**config.mk**
```make
export PLATFORM = sky130hd
export DESIGN_NAME = nw_bus_xchg
export DESIGN_NICKNAME = d
export VERILOG_FILES = /design/src/rtl/xchg_pkg.sv /design/src/rtl/xchg_en_reg.sv /design/src/rtl/xchg_a2b.sv /design/src/rtl/xchg_b2a.sv /design/src/rtl/xchg_oe_ctl.sv /design/src/rtl/nw_bus_xchg.sv
export SDC_FILE = /design/constraint.sdc
export NUM_CORES = 1
export LEC_CHECK = 0
export BUFFER_PORTS_ARGS = -buffer_cell sky130_fd_sc_hd__buf_2
export CAP_MARGIN = 20
export CORE_ASPECT_RATIO = 1.75
export CORE_MARGIN = 2
export CORE_UTILIZATION = 30
export CTS_BUF_LIST = sky130_fd_sc_hd__clkbuf_4 sky130_fd_sc_hd__clkbuf_8
export DETAILED_ROUTE_END_ITERATION = 8
export HOLD_SLACK_MARGIN = 0.02
export SLEW_MARGIN = 20
export SYNTH_ARGS = -nofsm -noshare
export SYNTH_HDL_FRONTEND = slang
export SYNTH_HIERARCHICAL = 1
export SYNTH_SLANG_ARGS = --single-unit
```
**constraint.sdc**
```tcl
create_clock -name clk_i -period 0.94 [get_ports clk_i]
set_input_delay 0.188 -clock clk_i [delete_from_list [all_inputs] [get_ports clk_i]]
set_output_delay 0.188 -clock clk_i [all_outputs]
set_load 0.005 [all_outputs]
```
**src/rtl/xchg_pkg.sv**
```systemverilog
package xchg_pkg;
  parameter int NARROW_W = 12;
  localparam int HALVES = 2;

  typedef struct packed {
    logic a;
    logic b;
  } oe_pair_t;
endpackage

```
**src/rtl/xchg_en_reg.sv**
```systemverilog
module xchg_en_reg #(
  parameter int W = 12
) (
  input  logic         clk_i,
  input  logic         rst_ni,
  input  logic         en_ni,
  input  logic [W-1:0] d_i,
  output logic [W-1:0] q_o
);
  always_ff @(posedge clk_i or negedge rst_ni) begin
    if (!rst_ni)     q_o <= '0;
    else if (!en_ni) q_o <= d_i;
  end


  hold_chk: assert property (@(posedge clk_i) disable iff (!rst_ni)
    en_ni |=> $stable(q_o));
endmodule

```
**src/rtl/xchg_a2b.sv**
```systemverilog
module xchg_a2b #(
  parameter int NW = xchg_pkg::NARROW_W,
  localparam int WW = 2 * NW
) (
  input  logic          clk_i,
  input  logic          rst_ni,
  input  logic [NW-1:0] a_i,
  input  logic          cap1_ni,
  input  logic          cap2_ni,
  output logic [WW-1:0] b_o
);
  logic [NW-1:0] st1_q, st2_q, hi_q;

  xchg_en_reg #(.W(NW)) u_st1 (
    .clk_i(clk_i), .rst_ni(rst_ni), .en_ni(cap1_ni), .d_i(a_i), .q_o(st1_q));
  // second 1B stage shares the 2B enable so both halves move together
  xchg_en_reg #(.W(NW)) u_st2 (
    .clk_i(clk_i), .rst_ni(rst_ni), .en_ni(cap2_ni), .d_i(st1_q), .q_o(st2_q));
  xchg_en_reg #(.W(NW)) u_hi (
    .clk_i(clk_i), .rst_ni(rst_ni), .en_ni(cap2_ni), .d_i(a_i), .q_o(hi_q));

  assign b_o = {hi_q, st2_q};


  hi_load_chk: assert property (@(posedge clk_i) disable iff (!rst_ni)
    !cap2_ni |=> b_o[WW-1:NW] == $past(a_i));

  b_hold_chk: assert property (@(posedge clk_i) disable iff (!rst_ni)
    cap2_ni |=> $stable(b_o));

  pair_chk: assert property (@(posedge clk_i) disable iff (!rst_ni)
    (!cap1_ni ##1 !cap2_ni) |=> b_o[NW-1:0] == $past(a_i, 2));
endmodule

```
**src/rtl/xchg_b2a.sv**
```systemverilog
module xchg_b2a #(
  parameter int NW = xchg_pkg::NARROW_W,
  localparam int WW = 2 * NW,
  localparam int H  = xchg_pkg::HALVES
) (
  input  logic          clk_i,
  input  logic          rst_ni,
  input  logic [WW-1:0] b_i,
  input  logic [H-1:0]  cap_ni,
  input  logic          sel_i,
  output logic [NW-1:0] a_o
);
  logic [NW-1:0] half_q [H];
  logic          sel_q;

  for (genvar g = 0; g < H; g++) begin : g_half
    xchg_en_reg #(.W(NW)) u_rb (
      .clk_i(clk_i), .rst_ni(rst_ni), .en_ni(cap_ni[g]),
      .d_i(b_i[g*NW +: NW]), .q_o(half_q[g]));
  end

  always_ff @(posedge clk_i or negedge rst_ni) begin
    if (!rst_ni) sel_q <= 1'b0;
    else         sel_q <= sel_i;
  end

  assign a_o = sel_q ? half_q[1] : half_q[0];


  sel_hi_chk: assert property (@(posedge clk_i) disable iff (!rst_ni)
    (sel_i && !cap_ni[1]) |=> a_o == $past(b_i[WW-1:NW]));

  sel_lo_chk: assert property (@(posedge clk_i) disable iff (!rst_ni)
    (!sel_i && !cap_ni[0]) |=> a_o == $past(b_i[NW-1:0]));
endmodule

```
**src/rtl/xchg_oe_ctl.sv**
```systemverilog
module xchg_oe_ctl (
  input  logic clk_i,
  input  logic rst_ni,
  input  logic a_oe_ni,
  input  logic b_oe_ni,
  output logic a_oe_o,
  output logic b_oe_o
);
  import xchg_pkg::*;
  oe_pair_t oe_nq;

  // reset parks both ports in the undriven state
  always_ff @(posedge clk_i or negedge rst_ni) begin
    if (!rst_ni) oe_nq <= '{a: 1'b1, b: 1'b1};
    else         oe_nq <= '{a: a_oe_ni, b: b_oe_ni};
  end

  assign a_oe_o = ~oe_nq.a;
  assign b_oe_o = ~oe_nq.b;


  a_oe_lat_chk: assert property (@(posedge clk_i) disable iff (!rst_ni)
    a_oe_ni |=> !a_oe_o);

  b_oe_lat_chk: assert property (@(posedge clk_i) disable iff (!rst_ni)
    !b_oe_ni |=> b_oe_o);
endmodule

```
**src/rtl/nw_bus_xchg.sv**
```systemverilog
module nw_bus_xchg #(
  parameter int NW = xchg_pkg::NARROW_W,
  localparam int WW = 2 * NW
) (
  input  logic          clk_i,
  input  logic          rst_ni,
  input  logic [NW-1:0] a_i,
  input  logic [WW-1:0] b_i,
  input  logic          cap1_ni,
  input  logic          cap2_ni,
  input  logic          capa1_ni,
  input  logic          capa2_ni,
  input  logic          sel_i,
  input  logic          a_oe_ni,
  input  logic          b_oe_ni,
  output logic [NW-1:0] a_o,
  output logic          a_oe_o,
  output logic [WW-1:0] b_o,
  output logic          b_oe_o
);
  xchg_a2b #(.NW(NW)) u_a2b (
    .clk_i(clk_i), .rst_ni(rst_ni), .a_i(a_i),
    .cap1_ni(cap1_ni), .cap2_ni(cap2_ni), .b_o(b_o));

  xchg_b2a #(.NW(NW)) u_b2a (
    .clk_i(clk_i), .rst_ni(rst_ni), .b_i(b_i),
    .cap_ni({capa2_ni, capa1_ni}), .sel_i(sel_i), .a_o(a_o));

  xchg_oe_ctl u_oe (
    .clk_i(clk_i), .rst_ni(rst_ni), .a_oe_ni(a_oe_ni), .b_oe_ni(b_oe_ni),
    .a_oe_o(a_oe_o), .b_oe_o(b_oe_o));


  both_drive_chk: assert property (@(posedge clk_i) disable iff (!rst_ni)
    (!a_oe_ni && !b_oe_ni) |=> (a_oe_o && b_oe_o));
endmodule

```
# == Word-level counts from Yosys, hierarchy flattened ==
# Cells that the tools add are included.
# word_totals
register_bits,63
word_cells,11
# classes
muxes,1
n_bitwise,2
# op_table
cell,n
two-way mux 12 bit,1
NOT 1 bit,2

# == Longest topological paths before layout ==
# logic_depth
ltp_word,1
depth_mapped,2
depth_no_buf,1

# == Modules after synthesis ==
# Netlist, hierarchy kept.
# modules_own_cells
mod,instances,cells_each,area_each_um2
xchg_en_reg,5,25,484.2
xchg_b2a,1,14,209.0
xchg_oe_ctl,1,4,60.1

# == Worst setup path before layout ==
# No wires, ideal clock.
# synth_path
path_type,reg2out
start,register u_b2a.sel_q
end,output port a_o[0]
arrival_ps,845
required_ps,752
slack_ps,-93
stages_incl_launch_ff,3
n_path_buf,1
cell_sequence,dfrtp_1 buf_6 mux2_4
# synth_via
elab_chain_cells,1
# synth_lines
element,line,rtl
"start, declared",xchg_b2a.sv:14,logic sel_q;
"start signal, assigned",xchg_b2a.sv:24,else sel_q <= sel_i;
two-way mux 12 bit,xchg_b2a.sv:27,assign a_o = sel_q ? half_q[1] : half_q[0];
"end, declared",nw_bus_xchg.sv:16,"output logic [NW-1:0] a_o,"
# No other way between the ends.

# == Worst setup path in the final report ==
# layout_path
start,register u_b2a.sel_q
end,output port a_o[1]
# Same word-level chain as after synthesis.

==> results.md <==
* Vias in the first global route at ~1800
* Synthesis-to-layout area growth at 42.3%
* RSZ-0062 raised after global routing: true
* Post-route antenna net violation count at 0
* Synth Instances at 143
* Post-Route WL at 5240 um
* Skew final at 0.00259 ns
* Port Buffers at 82
* Crit path required time at 0.75 ns
* Post-synthesis cell type count at 6
* Synth warn at 6
* Max Slew Vio Count at 0
* Max_slew headroom at 76.6%
* Pre-CTS setup slack at -0.231 ns
* PwrDens at 1840 mW/mm^2
* Largest net degree at the start of global routing at 64
* Worst setup path class: reg -> out
* Synthesized flop and latch total at 63
* P_sw at 1600 uW
* Register area share after synthesis at 58.7%
* CTS tree: yes
* Share of cells above drive strength 1 at 75.2%
* Worst Path Max Fanout at 12
* Crit path DAT at about 1.3 ns
* Most common cell after layout, fill and taps aside: buf_2
* Pleak at 0.00193 uW
* Root buffer cell: clkbuf_8
* Dpl cell area at 0.00336 mm^2
* Share of the synthesized area in the top cell type at between 50% and 60%
* Die Span Y at 129 um
* Max-cap viol count at 0
* Cell-internal power at between 5000 and 6000 uW
* Gr usage total at 11.7%
* Final nets at 306
* CTS Buffer Depth at 2
* FP Rows at 45
* Core ar. at 0.00867 mm^2
* Mean post-synth cell area at 18.8 um^2
* Final worst path period share at 159%
* Vias at 1590
* Worst-skew pair later-pin latency at 0.33 ns
* Final setup viols at 40
* Routed vias/inst at 4.13
* Die area at 0.00977 mm^2
* Sw Ratio at 22.6%
* Outcome: finished with violations
* Setup TNS Final at -9.16 ns
* Post-Synthesis Net Count at ~190
* Clock share of power at around 36%
* Clock Sinks at 63
* Cell taking the most area after synthesis: dfrtp_1
* Synth area leaders: dfrtp_1, mux2_4, mux2_2
* Worst-path clk slew at 0.07 ns
* Logic gate share of total power at 19.2%
* Dpl hpwl at approximately 3600 um
* Peak VDD IR at 0.971 mV
* Startpoint Class: flop
* Most frequent cells in the layout: buf_2, mux2_4, dfrtp_1
* Ports at between 80 and 90
* Min-Delay Path Class: in -> reg
* Synth Cell Area at approximately 0.0027 mm^2
* Endpoint type of the worst setup path: output port
* FMAX at 670 MHz
* Power share of the sequential group at between 40% and 50%
* Final hold viol count at 0
* Initial Util at 31.0%
* Worst setup margin at -0.553 ns
* CTS Buf Count at 9
* Min cycle time layout at 1.49 ns
* Remaining Overflow, GRT at 0
* Drt initial violations at 30
* WL/cell at 13.6 um
* 1st-pass router iterations at 3
* Antenna violations before repair at 1
* Design Area, Final at between 0.003 and 0.004 mm^2
* Gpl congestion at 0.642
* Worst Max-Slew Pin Slew at approximately 0.35 ns
* Max H-tree Level at 3
* Hold_ws at 0.0898 ns
* Failing checks: setup timing
* First-pass GRT wire length at about 8500 um
* Residual DRC at 0
* # fillers at 820
* Die width at 75.6 um
## sequential cells by signal (all words and copies together), names as in the netlist
register and count:
u_a2b/u_st1/q_o 12, u_oe/oe_nq 2, u_b2a/sel_q 1, u_a2b/u_st2/q_o 12
u_a2b/u_hi/q_o 12, u_b2a/g_half.u_rb/q_o 24
## power groups by stage
| stage | clock network, uW | registers [uW] | logic (uW) |
|---|---|---|---|
| after detailed placement | 0 | 3210 | 1140 |
| after CTS | 2670 | 3160 | 1290 |
| after global routing | 2750 | 3200 | 1470 |
| after floorplan | 0 | 3190 | 625 |
| after global placement | 0 | 3200 | 1120 |
| final | 2550 | 3160 | 1350 |
## layout make-up
class	count	area (um^2)	share of cell area [%]
antenna	2	5.00	0.131
clock buffer	10	131	3.43
clock inverter	6	85.1	2.22
inverter	2	7.51	0.196
multi-input combinational	72	1040	27.3
sequential	63	1580	41.3
tap	117	146	3.82
timing repair buffer	113	830	21.7
## synthesized netlist by cell type
master and n:
mux2_2 12, mux2_4 60, dfstp_2 2, dfrtp_1 61, buf_6 6, inv_1 2
## per-stage QoR
stage,power (uW),std cells,util (%)
after floorplan,3820,143,-
after global placement,4320,349,38.8
after detailed placement,4350,349,38.8
after CTS,7130,377,43.1
after global routing,7410,383,44.1
final,7060,385,44.1
## final timing paths
path	start	to	slack (ns)	cells after the start
worst max-delay path	u_b2a/sel_q	a_o[1]	-0.55	3
worst min-delay path	b_i[8]	u_b2a/g_half[0].u_rb/q_o[8]	0.09	2
worst max register to register	u_a2b/u_st2/q_o[2]	u_a2b/u_st2/q_o[2]	-0.03	3
worst min register to register	u_a2b/u_st1/q_o[8]	u_a2b/u_st2/q_o[8]	0.51	1
max in group asynchronous	rst_ni	u_b2a/g_half[1].u_rb/q_o[8]	0.25	3
min in group asynchronous	rst_ni	u_a2b/u_st1/q_o[5]	0.38	3
## worst max-delay path, cell delays in order, from the launching register on
cell and delay [ns]:
dfrtp_1 0.39, buf_12 0.16, mux2_4 0.30, buf_6 0.12
## per-layer routing
metal / vias up / global-route usage [%] / wire (um) / share of wire [%]
met5: - / 0 / 0 / 0
met4: 0 / 6.19 / 97 / 1.9
met1: 784 / 13.7 / 2160 / 41
li1: 741 / - / - / -
met3: 8 / 4.35 / 363 / 6.9
met2: 57 / 18.4 / 2620 / 50
## logic make-up after synthesis
family	synth area share, %
multiplexers	38.5
flip-flops	58.7
buffers and inverters	2.79
## repair_timing
item,in CTS,in global routing
endpoints found under the setup margin,38,38
hold buffers,4,0
buffers inserted,8,6
endpoints found under the hold margin,64,0
gates resized for setup,10,8
No activity file was read; power rests on OpenSTA's default activity.
